`src/rtl/crtc_pkg.sv`:
```
package crtc_pkg;

    localparam int DATA_W   = 8;
    localparam int CLK_REGS = 5;

    localparam logic [7:0] EN_KEY   = 8'h0A;
    localparam logic [7:0] DIS_KEY  = 8'h00;
    localparam logic [7:0] FILL     = 8'hFF;
    localparam logic [7:0] SEL_LO   = 8'h08;
    localparam logic [7:0] SEL_HI   = 8'h0C;
    localparam logic [2:0] WIN_TAG  = 3'b101;

    typedef enum logic [1:0] {
        RG_ENABLE = 2'd0,
        RG_ROM    = 2'd1,
        RG_SELECT = 2'd2,
        RG_LATCH  = 2'd3
    } ctl_region_e;

    typedef struct packed {
        logic [8:0] day;
        logic [4:0] hr;
        logic [5:0] min;
        logic [5:0] sec;
    } rtc_time_t;

    // Snapshot value for one register; keep is the register's present content.
    function automatic logic [7:0] snap_byte(rtc_time_t t, logic [2:0] idx, logic [7:0] keep);
        case (idx)
            3'd0:    snap_byte = {2'b00, t.sec};
            3'd1:    snap_byte = {2'b00, t.min};
            3'd2:    snap_byte = {3'b000, t.hr};
            3'd3:    snap_byte = t.day[7:0];
            3'd4:    snap_byte = {keep[7:4], 3'b000, t.day[8]};
            default: snap_byte = keep;
        endcase
    endfunction

endpackage

```
`src/rtl/crtc_decode.sv`:
```
module crtc_decode
    import crtc_pkg::*;
#(
    parameter int ROM_BANK_W = 7,
    parameter int RAM_BANK_W = 2
) (
    input  logic                  clk,
    input  logic                  rst,
    input  logic                  wr_en,
    input  logic [2:0]            addr_hi,
    input  logic [DATA_W-1:0]     wdata,
    output logic [ROM_BANK_W-1:0] rom_bank,
    output logic [RAM_BANK_W-1:0] ram_bank,
    output logic                  acc_en,
    output logic                  clk_mode,
    output logic [2:0]            clk_idx,
    output logic                  snap_req,
    output logic                  free_req
);
    localparam int RAM_BANKS = 1 << RAM_BANK_W;

    logic        ctl_wr;
    ctl_region_e region;

    assign ctl_wr   = wr_en && !addr_hi[2];
    assign region   = ctl_region_e'(addr_hi[1:0]);
    assign snap_req = ctl_wr && region == RG_LATCH && wdata == 8'd1;
    assign free_req = ctl_wr && region == RG_LATCH && wdata == 8'd0;

    always_ff @(posedge clk) begin
        if (rst) begin
            rom_bank <= ROM_BANK_W'(1);
            ram_bank <= '0;
            acc_en   <= 1'b0;
            clk_mode <= 1'b0;
            clk_idx  <= '0;
        end else if (ctl_wr) begin
            case (region)
                RG_ENABLE: begin
                    if (wdata == EN_KEY)       acc_en <= 1'b1;
                    else if (wdata == DIS_KEY) acc_en <= 1'b0;
                end
                RG_ROM: begin
                    if (wdata[ROM_BANK_W-1:0] == '0) rom_bank <= ROM_BANK_W'(1);
                    else                             rom_bank <= wdata[ROM_BANK_W-1:0];
                end
                RG_SELECT: begin
                    if (32'(wdata) < RAM_BANKS) begin
                        ram_bank <= wdata[RAM_BANK_W-1:0];
                        clk_mode <= 1'b0;
                    end else if (wdata >= SEL_LO && wdata <= SEL_HI) begin
                        clk_idx  <= 3'(wdata - SEL_LO);
                        clk_mode <= 1'b1;
                    end
                end
                default: ;
            endcase
        end
    end
endmodule

```
`src/rtl/crtc_live.sv`:
```
module crtc_live
    import crtc_pkg::*;
(
    input  logic      clk,
    input  logic      rst,
    input  logic      tick,
    output rtc_time_t now
);
    always_ff @(posedge clk) begin
        if (rst) begin
            now <= '0;
        end else if (tick) begin
            if (now.sec == 6'd59) begin
                now.sec <= '0;
                if (now.min == 6'd59) begin
                    now.min <= '0;
                    if (now.hr == 5'd23) begin
                        now.hr  <= '0;
                        now.day <= now.day + 9'd1;
                    end else begin
                        now.hr <= now.hr + 5'd1;
                    end
                end else begin
                    now.min <= now.min + 6'd1;
                end
            end else begin
                now.sec <= now.sec + 6'd1;
            end
        end
    end
endmodule

```
`src/rtl/crtc_snap.sv`:
```
module crtc_snap
    import crtc_pkg::*;
(
    input  logic              clk,
    input  logic              rst,
    input  rtc_time_t         now,
    input  logic              snap_req,
    input  logic              free_req,
    input  logic              cpu_wr,
    input  logic [2:0]        idx,
    input  logic [DATA_W-1:0] wdata,
    output logic [DATA_W-1:0] rd_byte,
    output logic              latched
);
    logic [DATA_W-1:0] snap_q [CLK_REGS];
    logic              take;

    assign take = snap_req && !latched;

    always_ff @(posedge clk) begin
        if (rst)                      latched <= 1'b0;
        else if (take)                latched <= 1'b1;
        else if (free_req && latched) latched <= 1'b0;
    end

    for (genvar g = 0; g < CLK_REGS; g++) begin : g_reg
        always_ff @(posedge clk) begin
            if (rst)                            snap_q[g] <= '0;
            else if (take)                      snap_q[g] <= snap_byte(now, 3'(g), snap_q[g]);
            else if (cpu_wr && idx == 3'(g))    snap_q[g] <= wdata;
        end
    end

    always_comb begin
        rd_byte = FILL;
        for (int i = 0; i < CLK_REGS; i++) begin
            if (idx == 3'(i)) rd_byte = snap_q[i];
        end
    end
endmodule

```
`src/rtl/cart_rtc_ctrl.sv`:
```
module cart_rtc_ctrl
    import crtc_pkg::*;
#(
    parameter int ROM_BANK_W = 7,
    parameter int RAM_BANK_W = 2,
    parameter int ADDR_W     = 16
) (
    input  logic                             clk,
    input  logic                             rst,
    input  logic                             sec_tick,
    input  logic                             wr_en,
    input  logic [ADDR_W-1:0]                addr,
    input  logic [7:0]                       wdata,
    input  logic [7:0]                       ram_rdata,
    output logic [7:0]                       rd_data,
    output logic [ROM_BANK_W-1:0]            rom_bank,
    output logic [RAM_BANK_W+ADDR_W-4:0]     ram_addr,
    output logic                             ram_we
);
    localparam int OFS_W = ADDR_W - 3;

    logic [RAM_BANK_W-1:0] ram_bank;
    logic                  acc_en;
    logic                  clk_mode;
    logic [2:0]            clk_idx;
    logic                  snap_req;
    logic                  free_req;
    logic                  latched;
    logic                  in_win;
    logic [7:0]            clk_byte;
    rtc_time_t             live_t;

    assign in_win = addr[ADDR_W-1 -: 3] == WIN_TAG;

    crtc_decode #(.ROM_BANK_W(ROM_BANK_W), .RAM_BANK_W(RAM_BANK_W)) u_dec (
        .clk(clk), .rst(rst), .wr_en(wr_en), .addr_hi(addr[ADDR_W-1 -: 3]),
        .wdata(wdata), .rom_bank(rom_bank), .ram_bank(ram_bank), .acc_en(acc_en),
        .clk_mode(clk_mode), .clk_idx(clk_idx), .snap_req(snap_req), .free_req(free_req)
    );

    crtc_live u_live (.clk(clk), .rst(rst), .tick(sec_tick), .now(live_t));

    crtc_snap u_snap (
        .clk(clk), .rst(rst), .now(live_t), .snap_req(snap_req), .free_req(free_req),
        .cpu_wr(wr_en && in_win && clk_mode), .idx(clk_idx), .wdata(wdata),
        .rd_byte(clk_byte), .latched(latched)
    );

    assign ram_addr = {ram_bank, addr[OFS_W-1:0]};
    assign ram_we   = wr_en && in_win && acc_en && !clk_mode;

    always_comb begin
        rd_data = FILL;
        if (in_win) begin
            if (clk_mode)    rd_data = clk_byte;
            else if (acc_en) rd_data = ram_rdata;
        end
    end
endmodule

```
`config.mk`:
```
export PLATFORM = sky130hd
export DESIGN_NAME = cart_rtc_ctrl
export DESIGN_NICKNAME = d
export VERILOG_FILES = /design/src/rtl/crtc_pkg.sv /design/src/rtl/crtc_decode.sv /design/src/rtl/crtc_live.sv /design/src/rtl/crtc_snap.sv /design/src/rtl/cart_rtc_ctrl.sv
export SDC_FILE = /design/constraint.sdc
export NUM_CORES = 1
export LEC_CHECK = 0
export BUFFER_PORTS_ARGS = -buffer_cell sky130_fd_sc_hd__buf_2
export CAP_MARGIN = 20
export CORE_MARGIN = 2
export CORE_UTILIZATION = 45
export DETAILED_ROUTE_END_ITERATION = 7
export GPL_TIMING_DRIVEN = 1
export PLACE_DENSITY = 0.75
export SLEW_MARGIN = 10
export SYNTH_ARGS = -nofsm -noshare
export SYNTH_HDL_FRONTEND = slang
export SYNTH_SLANG_ARGS = --single-unit
```
`constraint.sdc`:
```
create_clock -name clk -period 2.9 [get_ports clk]
set_input_delay 0.29 -clock clk [delete_from_list [all_inputs] [get_ports clk]]
set_output_delay 0.29 -clock clk [all_outputs]
set_load 0.005 [all_outputs]
```
==> flow_summary.json, run 1 <==
{
  "outcome": "complete, no violations",
  "clk_latency_ps": 340,
  "reg2reg_to": "u_live.now[25]",
  "area_delta_synth_final_pct": 9.46,
  "grt_pass1_wl_um": 15200,
  "vias": 3192,
  "rsz0062_at_grt": "false",
  "met3_usage_pct": 2.57,
  "io_buffer_count": 40,
  "dp_hpwl_um": 6730,
  "r2r.worst_path.cells": 5,
  "dr.first_iter.drc_count": 161,
  "ys_top_cells_by_area": "edfxtp_1 (29%), dfxtp_1 (20%), a22o_1 (4.8%), mux2i_1 (4.8%), nor2b_1 (2.5%)",
  "cellLeakagePower_nw": 1.62,
  "cts_tree": "done",
  "irDropWorstVdd_uv": 250,
  "p_per_area_mw_per_mm2": 487,
  "crit_fanout": 19,
  "rows": 35,
  "firstDrtPassIters": 4,
  "gr-usage-met1_pct": 27.0,
  "syn_area_per_cell_um2": 10.1,
  "wirelength_um": 9300,
  "required_ps": 3160,
  "syn-num-nets": 454,
  "worst_hold_path_type": "input pin to flop",
  "die_x_um": 101,
  "clock.fmax_ghz": 0.410,
  "power.internal_w": 0.00174,
  "worstSetupEndpointType": "flop",
  "core-area_mm2": 0.00915,
  "fillCellCount": 828,
  "postRouteAntennaNets": 0,
  "holdBufCountCts": 0,
  "netlist_area_mm2": 0.00419,
  "die_h_um": 101,
  "min_period_ps": 2440,
  "cts-htree-levels": 3,
  "drv_cap": 0,
  "grt_pass1_vias": 3013,
  "power_frac_seq_pct": 55.1,
  "drive_above_1_share_pct": 15.6,
  "combPwrFrac_pct": 4.6,
  "hp-start": "wdata[5]",
  "hold_viol": 0,
  "async_flop_share_pct": 0,
  "worst-r2r-setup-slack_ps": 460,
  "placed_cell_area_mm2": 0.00437,
  "dieArea_mm2": 0.0101,
  "setup_viol": 0,
  "worst_hold_path.endpoint": "u_dec.rom_bank[5]",
  "cp-start-kind": "flop",
  "postSynth.topFlopCell": "dfxtp_1",
  "netlist-cell-type-count": 47,
  "synth_edf_count": 40,
  "maxSlewViolCount": 0,
  "p_sw_w": 0.000490,
  "cts_setup_buffers": 0,
  "drcViolationCount": 0,
  "synth-seq-cells": 81,
  "period_share_pct": 84.2,
  "cts_buffers": 9,
  "cts.sinks": 81,
  "use_met2_pct": 29.7,
  "finalInstanceArea_mm2": 0.00459,
  "worstHoldPathCells": 3,
  "swShare_pct": 21.9,
  "grtUsageTotal_pct": 19.3,
  "syn-instance-count": 414,
  "fin_tns_setup_ps": 0,
  "synth_top_area_share_pct": 28.6,
  "critPathKind": "flop to flop",
  "synth_top_area_cell": "edfxtp_1",
  "cts_resized": 0,
  "initial_core_util_pct": 45.8,
  "clk_pin_slew_ps": 90,
  "regToRegStartpoint": "u_live.now[0]",
  "ys_seq_area_share_pct": 48.2,
  "antenna_found_initial": 0,
  "antenna_cells": 0,
  "routedWlPerCell_um": 17.0,
  "io_pins": 67,
  "cts-root-buf": "clkbuf_8",
  "via_per_inst": 5.85,
  "worst_pin_slew_ps": 819,
  "ys.warnings.count": 0,
  "relSlewSlack_pct": 45.4,
  "top_usage_layer": "met2",
  "place.gp.congestion": 0.866,
  "fin_skew_ps": 12.4,
  "grt_start_max_net_pins": 53,
  "finish.net_count": 470,
  "clk_path_buf_depth": 2,
  "arrival_ps": 2700,
  "grt_overflow": 0,
  "clkPwrFrac_pct": 40.3
}
==> power groups by stage <==
stage               sequential (W)  combinational, W  clock [W]
floorplan                  0.00125         0.0000714          0
global placement           0.00126         0.0000999          0
detailed placement         0.00126          0.000102          0
CTS                        0.00123          0.000103   0.000912
global route               0.00123          0.000113   0.000962
finish                     0.00123          0.000103   0.000902
==> flip-flops by register name (all words and copies together), names as in the netlist <==
signal / cells
u_dec.acc_en: 1
u_dec.clk_idx: 3
u_dec.clk_mode: 1
u_dec.ram_bank: 2
u_dec.rom_bank: 7
u_live.now: 26
u_snap.latched: 1
u_snap.snap_q: 40
==> logic make-up (layout without fill, tap and decap cells) <==
family                     Yosys count  count (layout)  synth area share [%]
buffers and inverters               54              75                  6.21
and+or+nand+nor                    149             149                  20.4
muxes                               22              22                  5.31
DFF                                 81              81                  48.2
AOI/OAI and AO/OA                   95              95                  16.8
xor gates and xnor gates             9               9                  1.88
adders and majority gates            4               4                  1.19
==> worst max-delay path by stage <==
stage | end | start | slack [ps] | cells after the start
final | u_live.now[25] | u_live.now[0] | 460 | 5
after global routing | u_live.now[25] | u_live.now[0] | 320 | 5
after CTS | u_live.now[25] | u_live.now[1] | 450 | 5
after detailed placement | u_live.now[25] | u_live.now[1] | 500 | 5
after global placement | u_live.now[25] | u_live.now[0] | 610 | 5
after floorplan | u_live.now[23] | u_live.now[0] | 900 | 6
==> cells in the mapped netlist, types with 3 or more instances <==
cell,n
nand2b_1,8
edfxtp_1,40
ha_1,4
buf_4,14
nor3b_1,3
nor4_1,3
and2_1,11
o31ai_1,6
a32o_1,8
a21oi_1,17
and4_1,3
nor3_1,14
nand3b_1,6
a22o_1,23
o21ai_0,17
nor2b_1,17
buf_1,3
mux2i_1,20
nand4_1,6
nand2_1,13
or4_1,7
buf_2,4
nand4b_1,3
nor2_1,28
xnor2_1,6
o22a_1,8
xor2_1,3
and3_1,4
clkbuf_1,21
dfxtp_1,41
o221ai_1,8
inv_1,12
nand3_1,12
==> per-layer routing <==
layer / routed length, um / part of all wire [%]
met4: 235 / 2.5
met3: 494 / 5.3
met2: 4250 / 46
met5: 0 / 0
met1: 4330 / 46
==> critical path, cell delays in order (launching register included) <==
cell and delay (ps):
dfxtp_1 400, ha_1 250, nand2_2 120, or4_1 810, or4_1 610, a21oi_1 180
==> placed cells by master (no fill, tap or decap), types with 13 or more instances in the layout <==
| cell type | instances |
|---|---|
| a21oi_1 | 17 |
| a22o_1 | 23 |
| buf_2 | 40 |
| dfxtp_1 | 41 |
| edfxtp_1 | 40 |
| mux2i_1 | 20 |
| nand2_1 | 13 |
| nor2_1 | 28 |
| nor2b_1 | 17 |
| nor3_1 | 14 |
| o21ai_0 | 17 |
==> area by class of cell <==
| cell class | instances | area (um^2) | area share (%) |
|---|---|---|---|
| Clock buffer | 10 | 128 | 2.78 |
| Sequential cell | 81 | 2020 | 44.1 |
| Multi-Input combinational cell | 279 | 1910 | 41.6 |
| Tap cell | 111 | 139 | 3.03 |
| Inverter | 12 | 45.0 | 0.981 |
| Clock inverter | 6 | 92.6 | 2.02 |
| Timing Repair Buffer | 47 | 253 | 5.51 |
==> per-stage QoR <==
step | util (%) | setup WS [ps] | hold WS, ps | cells | total power [W]
2_1_floorplan | - | 898 | 426 | 414 | 0.00132
3_3_place_gp | 47.7 | 610 | 467 | 530 | 0.00136
3_5_place_dp | 47.7 | 498 | 477 | 530 | 0.00136
4_1_cts | 50.1 | 450 | 222 | 546 | 0.00224
5_1_grt | 50.1 | 317 | 250 | 546 | 0.00231
6_report | 50.1 | 459 | 224 | 546 | 0.00223
Power figures use the tool's default switching activity.
==> inputs of run 2 (changes only) <==
clock period = 2.3 ns   (was 2.9 ns; I/O delays follow)
==> flow_summary.json, run 2 (synthesis gave the netlist of run 1 again) <==
{
  "outcome": "complete, no violations",
  "cts-root-buf": "clkbuf_8",
  "dieArea_mm2": 0.0101,
  "clk_pin_slew_ps": 90,
  "grt_start_max_net_pins": 46,
  "drive_above_1_share_pct": 17.9,
  "min_period_ps": 2140,
  "finalInstanceArea_mm2": 0.00465,
  "arrival_ps": 2430,
  "rows": 35,
  "worst_pin_slew_ps": 682,
  "dp_hpwl_um": 7060,
  "io_buffer_count": 40,
  "vias": 3241,
  "routedWlPerCell_um": 17.3,
  "clock.fmax_ghz": 0.467,
  "finish.net_count": 481,
  "fin_total_pwr_w": 0.00272,
  "cts.sinks": 81,
  "antenna_cells": 0,
  "final_common_cell": "dfxtp_1",
  "cts-htree-levels": 3,
  "initial_core_util_pct": 45.8,
  "die_h_um": 101,
  "hold_slack_ps": 154,
  "worstSetupEndpointType": "flop",
  "cp-start-kind": "flop",
  "hold_viol": 0,
  "final_cell_mix": "dfxtp_1 (41), buf_2 (40), edfxtp_1 (40)",
  "antenna_found_initial": 0,
  "largest_reg_flops": 40,
  "fin_tns_setup_ps": 0,
  "fin_skew_ps": 10.1,
  "top_regs": "u_snap.snap_q x40, u_live.now x26, u_dec.rom_bank x7",
  "relSlewSlack_pct": 54.4,
  "firstDrtPassIters": 4,
  "via_per_inst": 5.82,
  "grtUsageTotal_pct": 19.6,
  "rsz0062_at_grt": "false",
  "setup_viol": 0,
  "placed_cell_area_mm2": 0.00445,
  "place.gp.congestion": 0.925,
  "period_share_pct": 93.1,
  "area_delta_synth_final_pct": 10.9,
  "dr.first_iter.drc_count": 233,
  "clk_path_buf_depth": 2,
  "worst_hold_path_type": "input pin to flop",
  "grt_overflow": 0,
  "drv_cap": 0,
  "p_per_area_mw_per_mm2": 585,
  "largest-register": "u_snap.snap_q",
  "core-area_mm2": 0.00915,
  "drcViolationCount": 0,
  "grt_pass1_vias": 3122,
  "die_x_um": 101,
  "required_ps": 2590,
  "wirelength_um": 9620,
  "io_pins": 67,
  "cts_tree": "done",
  "grt_pass1_wl_um": 15400,
  "maxSlewViolCount": 0,
  "crit_fanout": 13,
  "cts_buffers": 9,
  "irDropWorstVdd_uv": 297,
  "postRouteAntennaNets": 0,
  "cellLeakagePower_nw": 1.67,
  "clk_latency_ps": 360,
  "critPathKind": "flop to flop"
}
## run 2: changes by cell type in the layout (fill, tap and decap cells not counted), sizes merged
cell	before	now
inv	12	13
buf	47	58
bufinv	2	1
## run 2: metrics by stage
| stage | std cells | utilization, % | worst slack, ps |
|---|---|---|---|
| after detailed placement | 541 | 48.6 | 69.8 |
| final | 557 | 50.8 | 159 |
| after CTS | 557 | 50.8 | 38.5 |
| after global routing | 557 | 50.8 | 26.2 |
| after global placement | 541 | 48.6 | 150 |
| after floorplan | 414 | - | 298 |
## run 2: worst paths after layout
path,start,to,slack [ps],cells after the start
setup / recovery,u_live.now[7],u_live.now[23],160,5
hold reg to reg,u_dec.rom_bank[3],u_dec.rom_bank[3],500,2
hold / removal,wdata[5],u_dec.rom_bank[5],150,3
setup reg to reg,u_live.now[7],u_live.now[23],160,5
## run 2: layout make-up
| cell class | instances | area, um^2 |
|---|---|---|
| fillers | 797 | 4500 |
| clock buffers | 10 | 128 |
| flip-flops and latches | 81 | 2020 |
| well taps | 111 | 139 |
| multi-input cells | 279 | 1910 |
| repair buffers | 58 | 335 |
| inverters | 12 | 45.0 |
| clock inverters | 6 | 67.6 |
## run 2: per-layer routing
metal | up-vias | global-route usage (%) | share of wire (%) | wire, um
met5 | - | 0 | 0 | 0
met4 | 0 | 8.22 | 2.4 | 228
met3 | 18 | 3.33 | 4.6 | 438
met2 | 89 | 31.7 | 47 | 4530
met1 | 1535 | 26.1 | 46 | 4430
li1 | 1599 | - | - | -
## run 2: power by group
group | internal [W] | switching [W]
logic | 0.0000485 | 0.0000858
clock network | 0.000505 | 0.000530
registers | 0.00154 | 0.0000130
total | 0.00209 | 0.000628
## run 2: worst max-delay path: stages (launching register included)
cell     delay (ps)
dfxtp_1         390
ha_1            270
inv_1            90
or4_4           630
or4_1           540
a21oi_1         150
## run 2: what timing repair did
item                       CTS  global route
gates resized for setup      0             1
hold buffers                 0             0
setup buffers                0             0
setup endpoints to repair    0             8
==> inputs of run 3 (changes only) <==
MAX_ROUTING_LAYER = met4   (was not set)
==> flow_summary.json, run 3 (synthesis gave the netlist of run 1 again) <==
{
  "outcome": "complete, no violations",
  "antenna_found_initial": 0,
  "critPathKind": "flop to flop",
  "vias": 3268,
  "relSlewSlack_pct": 53.3,
  "dieArea_mm2": 0.0101,
  "fin_total_pwr_w": 0.00271,
  "largest_reg_flops": 40,
  "critical_path.max_stage_delay_ps": 630,
  "routedWlPerCell_um": 17.2,
  "hp-start": "wdata[5]",
  "holdBufCountCts": 0,
  "worst_hold_path_type": "input pin to flop",
  "setup_viol": 0,
  "fin_tns_setup_ps": 0,
  "cts_buffers": 9,
  "clock.fmax_ghz": 0.465,
  "arrival_ps": 2430,
  "worstSetupEndpointType": "flop",
  "die_h_um": 101,
  "regToRegStartpoint": "u_live.now[7]",
  "irDropWorstVdd_uv": 298,
  "cts-htree-levels": 3,
  "place.gp.congestion": 0.942,
  "dp_hpwl_um": 7060,
  "hold_viol": 0,
  "multi_input_area_mm2": 0.00191,
  "clk_latency_ps": 350,
  "worst_pin_slew_ps": 699,
  "dr.first_iter.drc_count": 272,
  "area_delta_synth_final_pct": 10.9,
  "final_util_pct": 50.8,
  "crit_chain": "ha_1 > inv_1 > or4_4 > or4_1 > a21oi_1",
  "fin_skew_ps": 9.10,
  "crit_buf_inv": 1,
  "r2r.worst_path.cells": 5,
  "required_ps": 2580,
  "placedCellCount": 541,
  "grt_pass1_wl_um": 15400,
  "drcViolationCount": 0,
  "clk_pin_slew_ps": 80,
  "drv_cap": 0,
  "path_delay_family": "simple AND/OR/NAND/NOR gates",
  "final_common_cell": "dfxtp_1",
  "min_period_ps": 2150,
  "via_per_inst": 5.87,
  "seq_area_mm2": 0.00202,
  "worst-r2r-setup-slack_ps": 150,
  "core-area_mm2": 0.00915,
  "io_buffer_count": 40,
  "cts.sinks": 81,
  "cellLeakagePower_nw": 1.67,
  "antenna_cells": 0,
  "rsz0062_at_grt": "false",
  "p_per_area_mw_per_mm2": 584,
  "grtUsageTotal_pct": 20.1,
  "clk_path_buf_depth": 2,
  "die_x_um": 101,
  "postRouteAntennaNets": 0,
  "final_cell_mix": "dfxtp_1 (41), buf_2 (40), edfxtp_1 (40)",
  "fin_cells": 557,
  "cts_tree": "done",
  "grt_overflow": 0,
  "rows": 35,
  "io_pins": 67,
  "drive_above_1_share_pct": 17.9,
  "top_regs": "u_snap.snap_q x40, u_live.now x26, u_dec.rom_bank x7",
  "largest-register": "u_snap.snap_q",
  "critical_path_depth": 5,
  "finish.net_count": 481,
  "worst_hold_path.endpoint": "u_dec.rom_bank[5]",
  "grt_start_max_net_pins": 46,
  "maxSlewViolCount": 0,
  "slowest_stage": "or4_4",
  "worstHoldPathCells": 3,
  "crit_fanout": 13,
  "period_share_pct": 93.5,
  "firstDrtPassIters": 5,
  "wirelength_um": 9570,
  "reg2reg_to": "u_live.now[23]",
  "fillCellCount": 797,
  "cts-root-buf": "clkbuf_8",
  "grt_pass1_vias": 3127,
  "cp-start-kind": "flop",
  "initial_core_util_pct": 45.8
}
-- run 3: cell counts in the layout (fill, tap and decap cells not counted) --
No cell type changed its count.
-- run 3: how the worst max path moves through the flow --
stage | from | to | slack, ps
after detailed placement | u_live.now[6] | u_live.now[23] | 70
after CTS | u_live.now[7] | u_live.now[23] | 40
after floorplan | u_live.now[0] | u_live.now[23] | 300
final | u_live.now[7] | u_live.now[23] | 150
after global routing | u_dec.clk_idx[1] | rd_data[7] | 20
after global placement | u_live.now[0] | u_live.now[20] | 150
-- run 3: metrics by stage --
stage / cell area, um^2 / setup WS, ps / hold slack, ps
final: 4650 / 150 / 164
after global routing: 4650 / 15.7 / 171
after CTS: 4650 / 38.5 / 158
after detailed placement: 4450 / 69.8 / 460
after global placement: 4450 / 150 / 460
after floorplan: 4190 / 298 / 366
-- run 3: worst reg2reg max path, stage by stage (launching register included) --
cell and delay [ps]:
dfxtp_1 390, ha_1 280, inv_1 90, or4_4 630, or4_1 540, a21oi_1 150
-- run 3: final cells by class --
class | count | share of cell area (%)
clock buffer | 10 | 2.74
clock inverter | 6 | 1.45
inverter | 12 | 0.969
multi-input combinational | 279 | 41.2
sequential | 81 | 43.5
tap | 111 | 2.99
timing repair buffer | 58 | 7.21
-- run 3: repair_timing --
action                     in CTS  in global routing
setup endpoints to repair       0                  8
setup buffers                   0                  0
gates resized for setup         0                  1
-- run 3: routing by layer --
layer  share of wire, %  GRT usage, %
met5                  0             -
met2                 47          31.7
met1                 45          26.1
met3                5.1          3.19
met4                2.0          8.22
-- run 3: report_power, final --
| group | total [W] | internal [W] | switching [W] | leakage (nW) |
|---|---|---|---|---|
| Sequential | 0.00155 | 0.00154 | 0.0000129 | 0.744 |
| Combinational | 0.000134 | 0.0000484 | 0.0000853 | 0.829 |
| Clock | 0.00103 | 0.000506 | 0.000524 | 0.0929 |
| Total | 0.00271 | 0.00209 | 0.000622 | 1.67 |
